<file path="config.mk">
export PLATFORM = sky130hd
export DESIGN_NAME = lvlirq_ctrl
export DESIGN_NICKNAME = d
export VERILOG_FILES = /design/src/rtl/lvlirq_pkg.sv /design/src/rtl/lvlirq_sync.sv /design/src/rtl/lvlirq_regs.sv /design/src/rtl/lvlirq_out.sv /design/src/rtl/lvlirq_ctrl.sv
export SDC_FILE = /design/constraint.sdc
export NUM_CORES = 1
export LEC_CHECK = 0
export ABC_AREA = 1
export BUFFER_PORTS_ARGS = -buffer_cell sky130_fd_sc_hd__buf_2
export CAP_MARGIN = 5
export CORE_ASPECT_RATIO = 0.5
export CORE_MARGIN = 3
export CORE_UTILIZATION = 40
export CTS_CLUSTER_DIAMETER = 200
export DETAILED_ROUTE_END_ITERATION = 8
export MAX_ROUTING_LAYER = met4
export PLACE_DENSITY = 0.7
export SETUP_SLACK_MARGIN = 0.15
export SYNTH_ARGS = -nofsm -noshare
export SYNTH_HDL_FRONTEND = slang
export SYNTH_HIERARCHICAL = 1
export SYNTH_SLANG_ARGS = --single-unit
</file>
<file path="constraint.sdc">
create_clock -name clk -period 1.6 [get_ports clk]
set_input_delay 0.08 -clock clk [delete_from_list [all_inputs] [get_ports clk]]
set_output_delay 0.08 -clock clk [all_outputs]
set_load 0.1 [all_outputs]
</file>
<file path="src/rtl/lvlirq_pkg.sv">
package lvlirq_pkg;

    localparam int unsigned LI_ADDR_W = 8;

    typedef logic [LI_ADDR_W-1:0] li_addr_t;

    // register offsets seen by software
    localparam li_addr_t LI_OFS_STATUS = 8'h00;
    localparam li_addr_t LI_OFS_EN_SET = 8'h08;
    localparam li_addr_t LI_OFS_EN_CLR = 8'h0C;

    typedef enum logic [1:0] {
        LI_SEL_NONE,
        LI_SEL_STATUS,
        LI_SEL_SET,
        LI_SEL_CLR
    } li_sel_e;

    function automatic li_sel_e li_decode(li_addr_t addr);
        li_sel_e sel;
        case (addr)
            LI_OFS_STATUS: sel = LI_SEL_STATUS;
            LI_OFS_EN_SET: sel = LI_SEL_SET;
            LI_OFS_EN_CLR: sel = LI_SEL_CLR;
            default:       sel = LI_SEL_NONE;
        endcase
        return sel;
    endfunction

endpackage

</file>
<file path="src/rtl/lvlirq_sync.sv">
module lvlirq_sync #(
    parameter int unsigned W      = 16,
    parameter int unsigned STAGES = 2
) (
    input  logic         clk,
    input  logic         rst_n,
    input  logic [W-1:0] async_i,
    output logic [W-1:0] sync_o
);

    typedef struct packed {
        logic [STAGES-1:0][W-1:0] chain;
    } sync_st_t;

    sync_st_t st_d, st_q;

    always_comb begin
        st_d          = st_q;
        st_d.chain[0] = async_i;
        for (int i = 1; i < int'(STAGES); i++) begin
            st_d.chain[i] = st_q.chain[i-1];
        end
    end

    always_ff @(posedge clk or negedge rst_n) begin
        if (!rst_n) begin
            st_q <= '0;
        end else begin
            st_q <= st_d;
        end
    end

    assign sync_o = st_q.chain[STAGES-1];

endmodule

</file>
<file path="src/rtl/lvlirq_regs.sv">
module lvlirq_regs
    import lvlirq_pkg::*;
#(
    parameter int unsigned NSRC   = 16,
    parameter int unsigned DATA_W = 32
) (
    input  logic              clk,
    input  logic              rst_n,
    input  li_sel_e           sel_i,
    input  logic              wr_i,
    input  logic [NSRC-1:0]   wdata_i,
    input  logic [NSRC-1:0]   lvl_i,
    output logic [NSRC-1:0]   en_o,
    output logic [NSRC-1:0]   status_o,
    output logic [DATA_W-1:0] rdata_o
);

    typedef struct packed {
        logic [NSRC-1:0] en;
    } regs_st_t;

    regs_st_t st_d, st_q;

    // next-state: per-bit set or clear, never a whole-word load
    always_comb begin
        st_d = st_q;
        if (wr_i) begin
            case (sel_i)
                LI_SEL_SET: st_d.en = st_q.en | wdata_i;
                LI_SEL_CLR: st_d.en = st_q.en & ~wdata_i;
                default:    st_d.en = st_q.en;
            endcase
        end
    end

    always_ff @(posedge clk or negedge rst_n) begin
        if (!rst_n) begin
            st_q <= '0;
        end else begin
            st_q <= st_d;
        end
    end

    assign en_o     = st_q.en;
    assign status_o = lvl_i & st_q.en;

    always_comb begin
        rdata_o = '0;
        case (sel_i)
            LI_SEL_STATUS: rdata_o[NSRC-1:0] = status_o;
            LI_SEL_SET:    rdata_o[NSRC-1:0] = st_q.en;
            default:       rdata_o = '0;
        endcase
    end

endmodule

</file>
<file path="src/rtl/lvlirq_out.sv">
module lvlirq_out #(
    parameter int unsigned NSRC = 16
) (
    input  logic            clk,
    input  logic            rst_n,
    input  logic [NSRC-1:0] status_i,
    output logic            irq_o
);

    typedef struct packed {
        logic irq;
    } out_st_t;

    out_st_t st_d, st_q;

    always_comb begin
        st_d     = st_q;
        st_d.irq = |status_i;
    end

    always_ff @(posedge clk or negedge rst_n) begin
        if (!rst_n) begin
            st_q <= '0;
        end else begin
            st_q <= st_d;
        end
    end

    assign irq_o = st_q.irq;

endmodule

</file>
<file path="src/rtl/lvlirq_ctrl.sv">
module lvlirq_ctrl
    import lvlirq_pkg::*;
#(
    parameter int unsigned NSRC        = 16,
    parameter int unsigned DATA_W      = 32,
    parameter int unsigned SYNC_STAGES = 2
) (
    input  logic                 clk,
    input  logic                 rst_n,
    input  logic [NSRC-1:0]      src_i,
    input  logic [LI_ADDR_W-1:0] bus_addr_i,
    input  logic [DATA_W-1:0]    bus_wdata_i,
    input  logic                 bus_wr_i,
    output logic [DATA_W-1:0]    bus_rdata_o,
    output logic                 irq_o
);

    li_sel_e         bus_sel;
    logic [NSRC-1:0] src_sync;
    logic [NSRC-1:0] en_mask;
    logic [NSRC-1:0] status_vec;
    logic            unused_wdata_hi;

    assign bus_sel         = li_decode(bus_addr_i);
    assign unused_wdata_hi = ^bus_wdata_i[DATA_W-1:NSRC];

    lvlirq_sync #(
        .W      (NSRC),
        .STAGES (SYNC_STAGES)
    ) sync_i (
        .clk     (clk),
        .rst_n   (rst_n),
        .async_i (src_i),
        .sync_o  (src_sync)
    );

    lvlirq_regs #(
        .NSRC   (NSRC),
        .DATA_W (DATA_W)
    ) regs_i (
        .clk      (clk),
        .rst_n    (rst_n),
        .sel_i    (bus_sel),
        .wr_i     (bus_wr_i),
        .wdata_i  (bus_wdata_i[NSRC-1:0]),
        .lvl_i    (src_sync),
        .en_o     (en_mask),
        .status_o (status_vec),
        .rdata_o  (bus_rdata_o)
    );

    lvlirq_out #(
        .NSRC (NSRC)
    ) out_i (
        .clk      (clk),
        .rst_n    (rst_n),
        .status_i (status_vec),
        .irq_o    (irq_o)
    );

endmodule

</file>
==> results of run 1 <==
-- Yosys cell counts, types with 3 or more instances --
master   instances  share of area
a21oi_1         16          0.035
buf_2            4         0.0087
buf_4           21          0.069
dfrtp_1         49           0.53
ha_1             3          0.016
inv_1           20          0.033
nand2_1         88           0.14
nand3_1          7          0.015
nand3_2         10          0.044
nand4_1         16          0.044
nor2_1          15          0.025
-- cells by family after synthesis --
logic type               count (synthesis)
AO/OA/AOI/OAI                           16
other                                    1
flip-flops                              49
adder cells (fa/ha/maj)                  3
buffers and inverters                   51
AND/OR/NAND/NOR                        137
-- layer usage --
| layer | GRT usage | share of wire |
|---|---|---|
| met1 | 0.222 | 0.40 |
| met2 | 0.343 | 0.51 |
| met3 | 0.0561 | 0.081 |
| met4 | 0.0411 | 0.0056 |
| met5 | - | 0 |
-- report_power, final --
group	total [mW]	internal [mW]	switching, mW
combinational	0.501	0.124	0.377
clock	1.09	0.661	0.427
sequential	1.37	1.32	0.0457
total	2.96	2.11	0.850
-- final cells by class --
type	count	area, um2
inverter	22	92.6
fill	366	1610
multi-input combinational	173	1120
tap	70	87.6
timing repair buffer	93	932
clock buffer	7	153
sequential	49	1230
clock inverter	1	5.00
-- worst max-delay path by stage --
| stage | startpoint | endpoint | slack, ns |
|---|---|---|---|
| after floorplan | bus_addr_i[5] | bus_rdata_o[10] | -0.04 |
| after CTS | bus_addr_i[0] | bus_rdata_o[1] | 0.15 |
| final | bus_addr_i[1] | bus_rdata_o[2] | 0.13 |
| after detailed placement | bus_addr_i[5] | bus_rdata_o[4] | -0.02 |
| after global routing | bus_addr_i[1] | bus_rdata_o[2] | 0.08 |
| after global placement | bus_addr_i[5] | bus_rdata_o[1] | 0.007 |
-- per-stage QoR --
stage / utilization / setup TNS [ns]
CTS: 0.689 / 0
global route: 0.692 / 0
finish: 0.692 / 0
detailed placement: 0.590 / -0.0595
floorplan: - / -0.428
global placement: 0.590 / 0
-- what timing repair did --
action / in CTS / in global routing
endpoints found under the hold margin: 39 / 0
setup endpoints to repair: 16 / 17
pin swaps: 10 / 3
cloned: 1 / 1
hold buffers: 17 / 0
resized for setup: 14 / 2
setup buffers: 8 / 0
-- worst reg2reg max path, cell delays in order (launching register included) --
cell and delay (ns):
dfrtp_1 0.43, nand2_1 0.09, inv_1 0.05, nor2_1 0.12
nand2_1 0.09, nor2_1 0.12, nand2_1 0.07
==> key figures, run 1 <==
Run status
  • Status: completed

Setup path
  • RR Endpoint: out_i/irq_o
  • Critical Path Source Type: input pin
  • Critical path buffers and inverters: 4
  • R2R depth: 6
  • Worst setup EP type: primary output
  • Worst Path Max Fanout: 7
  • Max stage delay on crit path: 0.27 ns
  • Required time of the critical path: 1.52 ns
  • WP depth: 9
  • Crit path max-delay family: buffers and inverters
  • Critical path's slowest cell: ha_4
  • WS Path Type: in2out
  • Worst reg2reg setup slack: 0.53 ns
  • Worst path cell trace: buf_6 -> nor2_4 -> nand3_4 -> nor2_4 -> inv_2 -> ha_4 -> buf_12 -> a21oi_4 -> buf_12
  • Worst EP arrival: 1.39 ns

STA
  • Setup Skew: 0.00440 ns
  • Pins over their slew limit: 0
  • Least-Margin Pin Slew: 0.703 ns
  • RSZ-0062 raised after global routing: true
  • Worst hold slack: 0.0615 ns
  • Hold Vio Cnt, Final: 0
  • Final setup margin: 0.134 ns
  • Final min period: 1.47 ns
  • Max frequency: 682 MHz
  • Final setup fails: 0
  • Worst rel slew slack: 0.531
  • Final Cycle Share: 0.916

Die
  • Area of the die: 6740 um2
  • Core area: 5230 um2
  • Row count: 18
  • Die X: 113 um
  • Num ports: 92
  • Die height: 59.6 um
  • Initial core utilization: 0.440

Placement
  • Pre-CTS setup slack: -0.0185 ns
  • IO Port Bufs: 59
  • HPWL Detailed: 3.77 mm
  • Dpl cell area: 3080 um2
  • Routability-driven placement congestion ratio: 0.756
  • Placed Instances: 380

Global route
  • Gr usage total: 0.193
  • Total grt overflow: 0
  • Antenna violations before repair: 0
  • First-pass GRT wire length: 9.63 mm
  • Vias in the first global route: 2058
  • Maximum number of pins on one net before global-route repair: 33

Logic synthesis
  • FF+latch count, synth: 49
  • Number of synthesis warnings: 6
  • Gate Count Post-Synth: 257
  • XOR/XNOR share of the synthesized area: 0
  • Synth Flop Type: dfrtp_1
  • Largest family of logic cells by synthesized area: simple AND/OR/NAND/NOR gates
  • Mapped Area: 2300 um2
  • Post-synthesis mux area share: 0
  • Seq/Total Area, Yosys: 0.534
  • Post-Synth Adder-Cell Area: 0.0163
  • Asr flop ratio synth: 1.00
  • Number of synthesized flops with an enable pin: 0
  • Yosys cell types: 19
  • Post-synthesis compound-gate area fraction: 0.0349
  • Post-Syn Area per Cell: 8.94 um2
  • Simple-Gate Fraction of Synth Area: 0.279

Routing
  • DR DRC count: 0
  • Drt initial violations: 114
  • Post-Route WL: 6.05 mm
  • DR pass1 iterations: 4
  • Vias per inst: 4.89
  • Wire length per cell: 14.6 um
  • Vias: 2030
  • ANT nets after route: 0

Clock network
  • CTS clk-pin slew, worst paths: 0.06 ns
  • Cts bufs inserted: 5
  • CTS tree: yes
  • Htree depth: 2
  • Root Driver: clkbuf_16
  • CTS Sinks: 49
  • Max Buffers Root-to-Sink: 2
  • Clk_lat worst skew: 0.28 ns

Final layout
  • Final non-filler cell total: 415
  • Commonest non-fill, non-tap cell in the layout: nand2_1
  • Share of cells above drive strength 1: 0.374
  • Area Growth Syn to Fin: 57.4%
  • Final Cell Area: 3610 um2
  • Antenna cells: 0
  • Final nets: 406
  • Commonest cells after routing, fill and taps aside: nand2_1, dfrtp_1, buf_2

Pwr
  • Final Total Pwr: 2.96 mW
  • VDD IR max: 556 uV
  • Leak: 1.72 nW
  • Power per Cell Area: 818 nW/um2

Hold path
  • Min-Delay Startpoint: bus_wdata_i[5]
  • Hold path depth: 3
  • Hold Path Class: in2reg

Run
  • # Max-Cap Violations: 0
Note: power is estimated with default switching activity, not from simulation.
==> run 2, diff against run 1 <==
Settings changed: CORE_UTILIZATION 40 to 50, PLACE_DENSITY 0.7 to 0.84.
Clock period 1.6 ns to 1.9 ns, I/O delays scaled along.
==> run 2 against run 1 <==
  * Sequential share of layout area rose by 4.1 points
  * Combinational power fell by 18%
  * Non-clock buffer count fell by 8
  * Sequential power fell by 16%
  * Power fell by 27%
  * Critical endpoint is now bus_rdata_o[10]
  * Largest power group unchanged
==> key figures, run 2 (synthesized netlist as in run 1, its figures left out) <==
Global route
  • Total grt overflow: 0
  • Gr usage total: 0.238
  • Antenna violations before repair: 0
  • Maximum number of pins on one net before global-route repair: 33
  • Vias in the first global route: 1985
  • First-pass GRT wire length: 9.41 mm

Die
  • Die X: 102 um
  • Initial core utilization: 0.554
  • Core area: 4140 um2
  • Num ports: 92
  • Die height: 53.9 um
  • Area of the die: 5490 um2
  • Row count: 16

STA
  • Setup Skew: 0.00293 ns
  • Hold Vio Cnt, Final: 0
  • RSZ-0062 raised after global routing: false
  • Max frequency: 573 MHz
  • Final setup margin: 0.156 ns
  • Final Cycle Share: 0.918
  • Final min period: 1.74 ns
  • TNS Setup: 0 ns
  • Final setup fails: 0
  • Worst rel slew slack: 0.542
  • Least-Margin Pin Slew: 0.688 ns
  • Pins over their slew limit: 0

Clock network
  • CTS Sinks: 49
  • Root Driver: clkbuf_8
  • Htree depth: 2
  • Max Buffers Root-to-Sink: 2
  • CTS clk-pin slew, worst paths: 0.09 ns
  • Clk_lat worst skew: 0.30 ns
  • CTS tree: yes
  • Cts bufs inserted: 5

Setup path
  • Required time of the critical path: 1.80 ns
  • Critical path buffers and inverters: 3
  • Crit path max-delay family: simple AND/OR/NAND/NOR gates
  • Worst path cell trace: buf_2 -> nor2_1 -> nand3_1 -> nor2_2 -> ha_2 -> buf_12 -> nand2_1 -> a21oi_4 -> buf_12
  • Worst setup EP type: primary output
  • Max stage delay on crit path: 0.26 ns
  • WS Path Type: in2out
  • Worst EP arrival: 1.65 ns
  • Worst Path Max Fanout: 25
  • Most used cell along the critical path: buf_12
  • Critical Path Source Type: input pin
  • Worst reg2reg setup slack: 0.72 ns
  • Critical path's slowest cell: ha_2

Placement
  • Pre-CTS setup slack: 0.222 ns
  • IO Port Bufs: 59
  • Routability-driven placement congestion ratio: 0.791
  • HPWL Detailed: 3.89 mm

Final layout
  • Final nets: 397
  • Commonest cells after routing, fill and taps aside: nand2_1, dfrtp_1, buf_2
  • Area Growth Syn to Fin: 40.5%
  • Share of cells above drive strength 1: 0.315
  • Antenna cells: 0
  • Commonest non-fill, non-tap cell in the layout: nand2_1
  • Layout fillers: 241

Run status
  • Status: completed

Run
  • # Max-Cap Violations: 0

Pwr
  • Power per Cell Area: 672 nW/um2
  • Leak: 1.53 nW
  • VDD IR max: 510 uV

Routing
  • ANT nets after route: 0
  • DR DRC count: 0
  • Vias: 2062
  • Post-Route WL: 6.05 mm
  • Wire length per cell: 15.5 um
  • Drt initial violations: 151
  • DR pass1 iterations: 4
  • Vias per inst: 5.29

Hold path
  • Hold Path Class: in2reg
run 2: cell count changes in the layout (fill, tap and decap cells not counted), moves of 3 or more:
cell / before / now
a21oi_2: 0 / 6
a21oi_4: 16 / 10
buf_2: 39 / 43
buf_4: 11 / 7
buf_6: 5 / 0
clkbuf_16: 5 / 0
clkbuf_8: 2 / 5
nand2_1: 83 / 88
nand2_4: 5 / 0
nor2_1: 10 / 13
nor2_4: 5 / 0
run 2: metal layers:
| layer | vias to the layer above | GRT usage | routed length (um) |
|---|---|---|---|
| met5 | - | - | 0 |
| met4 | 0 | 0.0915 | 174 |
| met3 | 21 | 0.0517 | 523 |
| met2 | 130 | 0.418 | 3060 |
| met1 | 979 | 0.274 | 2290 |
| li1 | 932 | - | - |
run 2: layout make-up:
type                       count  area, um2  area share
sequential                    49       1230       0.380
multi-input combinational    172        962       0.298
timing repair buffer          85        798       0.247
inverter                      22       90.1      0.0279
clock buffer                   7       76.3      0.0236
tap                           54       67.6      0.0209
clock inverter                 1       7.51     0.00233
run 2: report_power, final:
group	total, mW	internal [mW]	switching (mW)
registers	1.15	1.11	0.0357
logic	0.410	0.0932	0.317
clock network	0.612	0.261	0.351
total	2.17	1.47	0.703
run 2: through the flow:
| step | area (um2) | hold slack (ns) | utilization | total power, mW | std cells |
|---|---|---|---|---|---|
| CTS | 3210 | 0.0556 | 0.774 | 2.17 | 388 |
| detailed placement | 2950 | 0.125 | 0.712 | 1.54 | 363 |
| global placement | 2950 | 0.120 | 0.712 | 1.53 | 363 |
| floorplan | 2500 | -0.201 | - | 1.45 | 272 |
| global route | 3230 | 0.0693 | 0.779 | 2.26 | 390 |
| finish | 3230 | 0.0607 | 0.779 | 2.17 | 390 |
run 2: final timing paths:
path | depth (start not counted) | endpoint | from
worst max-delay path | 9 | bus_rdata_o[10] | bus_addr_i[1]
worst min-delay path | 3 | flop | bus_wdata_i[8]
worst max register to register | 6 | out_i/irq_o | flop
worst min register to register | 0 | sync_i/sync_o[15] | sync_i/st_d[31]
max in group asynchronous | 3 | sync_i/st_d[16] | rst_n
min in group asynchronous | 2 | async pin | rst_n
run 2: worst reg2reg max path: stages, from the launching register on:
cell and delay [ns]:
dfrtp_1 0.41, nand2_1 0.08, inv_1 0.07, nor2_1 0.17
nand2_1 0.11, nor2_1 0.17, nand2_1 0.07
run 2: repair_timing:
| item | 4_1_cts | 5_1_grt |
|---|---|---|
| setup endpoints to repair | 0 | 16 |
| hold buffers | 17 | 0 |
| endpoints found under the hold margin | 40 | 0 |
| gates resized for setup | 0 | 3 |
| buffers inserted | 0 | 2 |
==> run 3, diff against run 2 <==
Settings changed: ABC_AREA 1 to not set, PLACE_DENSITY 0.84 to 0.85.
==> run 3 against run 2 <==
  * Via count fell by 15%
  * Non-clock buffer count up 18
  * Wire length increased by 7.0%
  * First-iteration DRC count increased by 7.9%
  * Register-to-register slack lost 0.22 ns
  * Area after synthesis shrank 6.1%
  * Sequential power barely moved
  * Cell count fell by 17%
  * Global-route usage barely moved
  * Critical endpoint unchanged
  * Largest cell class unchanged
  * Largest power group unchanged
  * Highest routed layer unchanged
==> key figures, run 3 <==
Run status
  • Status: completed

Logic synthesis
  • Post-Syn Area per Cell: 12.5 um2
  • FF+latch count, synth: 49
  • Number of synthesis warnings: 6
  • Synth area leaders: dfrtp_1, a31oi_1, nor3b_2
  • Gate Count Post-Synth: 172
  • Yosys cell types: 20
  • Yosys top cell by area: dfrtp_1
  • Synth Flop Type: dfrtp_1
  • Seq/Total Area, Yosys: 0.568
  • Number of synthesized flops with an enable pin: 0
  • Most frequent cells after synthesis: dfrtp_1, a31oi_1, buf_4
  • Asr flop ratio synth: 1.00
  • Most common cell in the netlist: dfrtp_1
  • Mapped Area: 2160 um2
  • Yosys top cell area share: 0.568

Hold path
  • Hold Path Class: in2reg
  • Hold path depth: 2
  • Min-Delay Startpoint: bus_wdata_i[9]

STA
  • Setup Skew: 0.0129 ns
  • Final min period: 1.77 ns
  • Final setup fails: 0
  • Worst rel slew slack: 0.597
  • Pins over their slew limit: 0
  • Least-Margin Pin Slew: 0.604 ns
  • RSZ-0062 raised after global routing: true
  • Final Cycle Share: 0.934
  • Worst hold slack: 0.0283 ns
  • Hold Vio Cnt, Final: 0
  • Final setup margin: 0.126 ns
  • Max frequency: 564 MHz
  • TNS Setup: 0 ns

Setup path
  • R2R depth: 3
  • Worst reg2reg setup slack: 0.50 ns
  • Most used cell along the critical path: buf_12
  • Worst setup EP type: primary output
  • Critical Path Source Type: input pin
  • RR Endpoint: out_i/irq_o
  • Worst EP arrival: 1.68 ns
  • Critical path's slowest cell: nor4_4
  • Max stage delay on crit path: 0.27 ns
  • Worst Path Max Fanout: 8
  • WS Path Type: in2out
  • Required time of the critical path: 1.80 ns
  • Worst path cell trace: buf_6 -> nor4_4 -> and3_4 -> inv_2 -> ha_4 -> buf_12 -> nor3b_4 -> buf_12

Pwr
  • Psw: 0.701 mW
  • Power per Cell Area: 732 nW/um2
  • Switching part of the total: 0.283
  • VDD IR max: 655 uV
  • Leak: 1.70 nW
  • Int Power: 1.78 mW
  • Combinational power share: 0.184
  • Clock power share: 0.348
  • Sequential share of power: 0.468
  • Final Total Pwr: 2.48 mW

Placement
  • IO Port Bufs: 59
  • Routability-driven placement congestion ratio: 0.732
  • HPWL Detailed: 3.23 mm
  • Placed Instances: 278
  • Pre-CTS setup slack: 0.0388 ns

Run
  • # Max-Cap Violations: 0

Final layout
  • Antenna cells: 0
  • Commonest non-fill, non-tap cell in the layout: dfrtp_1
  • Share of cells above drive strength 1: 0.432
  • Final non-filler cell total: 325
  • Final nets: 332
  • Commonest cells after routing, fill and taps aside: dfrtp_1, buf_2, a31oi_1
  • Area Growth Syn to Fin: 57.1%

Global route
  • First-pass GRT wire length: 8.90 mm
  • Maximum number of pins on one net before global-route repair: 33
  • Met3 Usage GRT: 0.0704
  • GRT Max-Usage Layer: met2
  • Gr usage total: 0.237
  • Total grt overflow: 0
  • Grt met1 use: 0.293
  • Met2 Use GR: 0.378
  • Vias in the first global route: 1760
  • Antenna violations before repair: 0

Routing
  • Vias per inst: 5.40
  • DR pass1 iterations: 4
  • Vias: 1755
  • Wire length per cell: 19.9 um
  • Post-Route WL: 6.48 mm
  • DR DRC count: 0
  • Drt initial violations: 163
  • ANT nets after route: 0

Die
  • Area of the die: 5190 um2
  • Num ports: 92
  • Die height: 52.4 um
  • Die X: 98.9 um
  • Row count: 16
  • Initial core utilization: 0.536
  • Core area: 4020 um2

Clock network
  • CTS tree: yes
  • Root Driver: clkbuf_8
  • CTS Sinks: 49
  • Clk_lat worst skew: 0.31 ns
  • CTS clk-pin slew, worst paths: 0.09 ns
  • Max Buffers Root-to-Sink: 2
  • Htree depth: 2
  • Cts bufs inserted: 5
[run 3: routing by layer]
layer	part of all wire	wire length, um
met5	0	0
met1	0.41	2680
met4	0.018	118
met3	0.072	464
met2	0.50	3210
[run 3: cells by family after synthesis]
group           count (synthesis)  synth area share
flops                          49             0.568
simple gates                   41             0.162
other cells                     1           0.00174
buf+inv                        29            0.0986
fa+ha+maj                       3            0.0174
xor+xnor                        1           0.00406
compound gates                 48             0.147
[run 3: how the worst max path moves through the flow]
stage | startpoint | to | cells past startpoint
3_3_place_gp | bus_addr_i[6] | bus_rdata_o[10] | 7
6_report | bus_addr_i[5] | bus_rdata_o[10] | 8
5_1_grt | bus_addr_i[5] | bus_rdata_o[8] | 8
4_1_cts | bus_addr_i[6] | bus_rdata_o[15] | 8
2_1_floorplan | bus_addr_i[6] | bus_rdata_o[10] | 7
3_5_place_dp | bus_addr_i[6] | bus_rdata_o[10] | 7
[run 3: through the flow]
| step | util | instance area [um2] |
|---|---|---|
| floorplan | - | 2390 |
| global placement | 0.693 | 2790 |
| detailed placement | 0.693 | 2790 |
| CTS | 0.805 | 3240 |
| global route | 0.842 | 3390 |
| finish | 0.842 | 3390 |
[run 3: final cells by class]
type,instances,area (um2)
fillers,181,636
multi-input cells,109,943
clock buffers,5,68.8
well taps,54,67.6
clock inverters,3,65.1
inverters,2,7.51
repair buffers,103,1010
flip-flops and latches,49,1230
[run 3: repair_timing]
action | CTS | global route
buffers inserted | 1 | 8
setup endpoints to repair | 16 | 16
hold buffers | 30 | 0
pin swaps | 1 | 10
gates resized for setup | 1 | 12
endpoints found under the hold margin | 44 | 0
[run 3: power by group through the flow]
| stage | combinational (mW) | clock (mW) | sequential (mW) |
|---|---|---|---|
| 3_3_place_gp | 0.374 | 0 | 1.17 |
| 3_5_place_dp | 0.385 | 0 | 1.17 |
| 5_1_grt | 0.477 | 0.924 | 1.17 |
| 2_1_floorplan | 0.258 | 0 | 1.22 |
| 6_report | 0.456 | 0.864 | 1.16 |
| 4_1_cts | 0.433 | 0.863 | 1.15 |
[run 3: worst max-delay path: cells and delay by family]
kind / cells / cell delay (ns)
adders and majority gates: 1 / 0.26
and+or+nand+nor: 3 / 0.76
buffers and inverters: 4 / 0.54
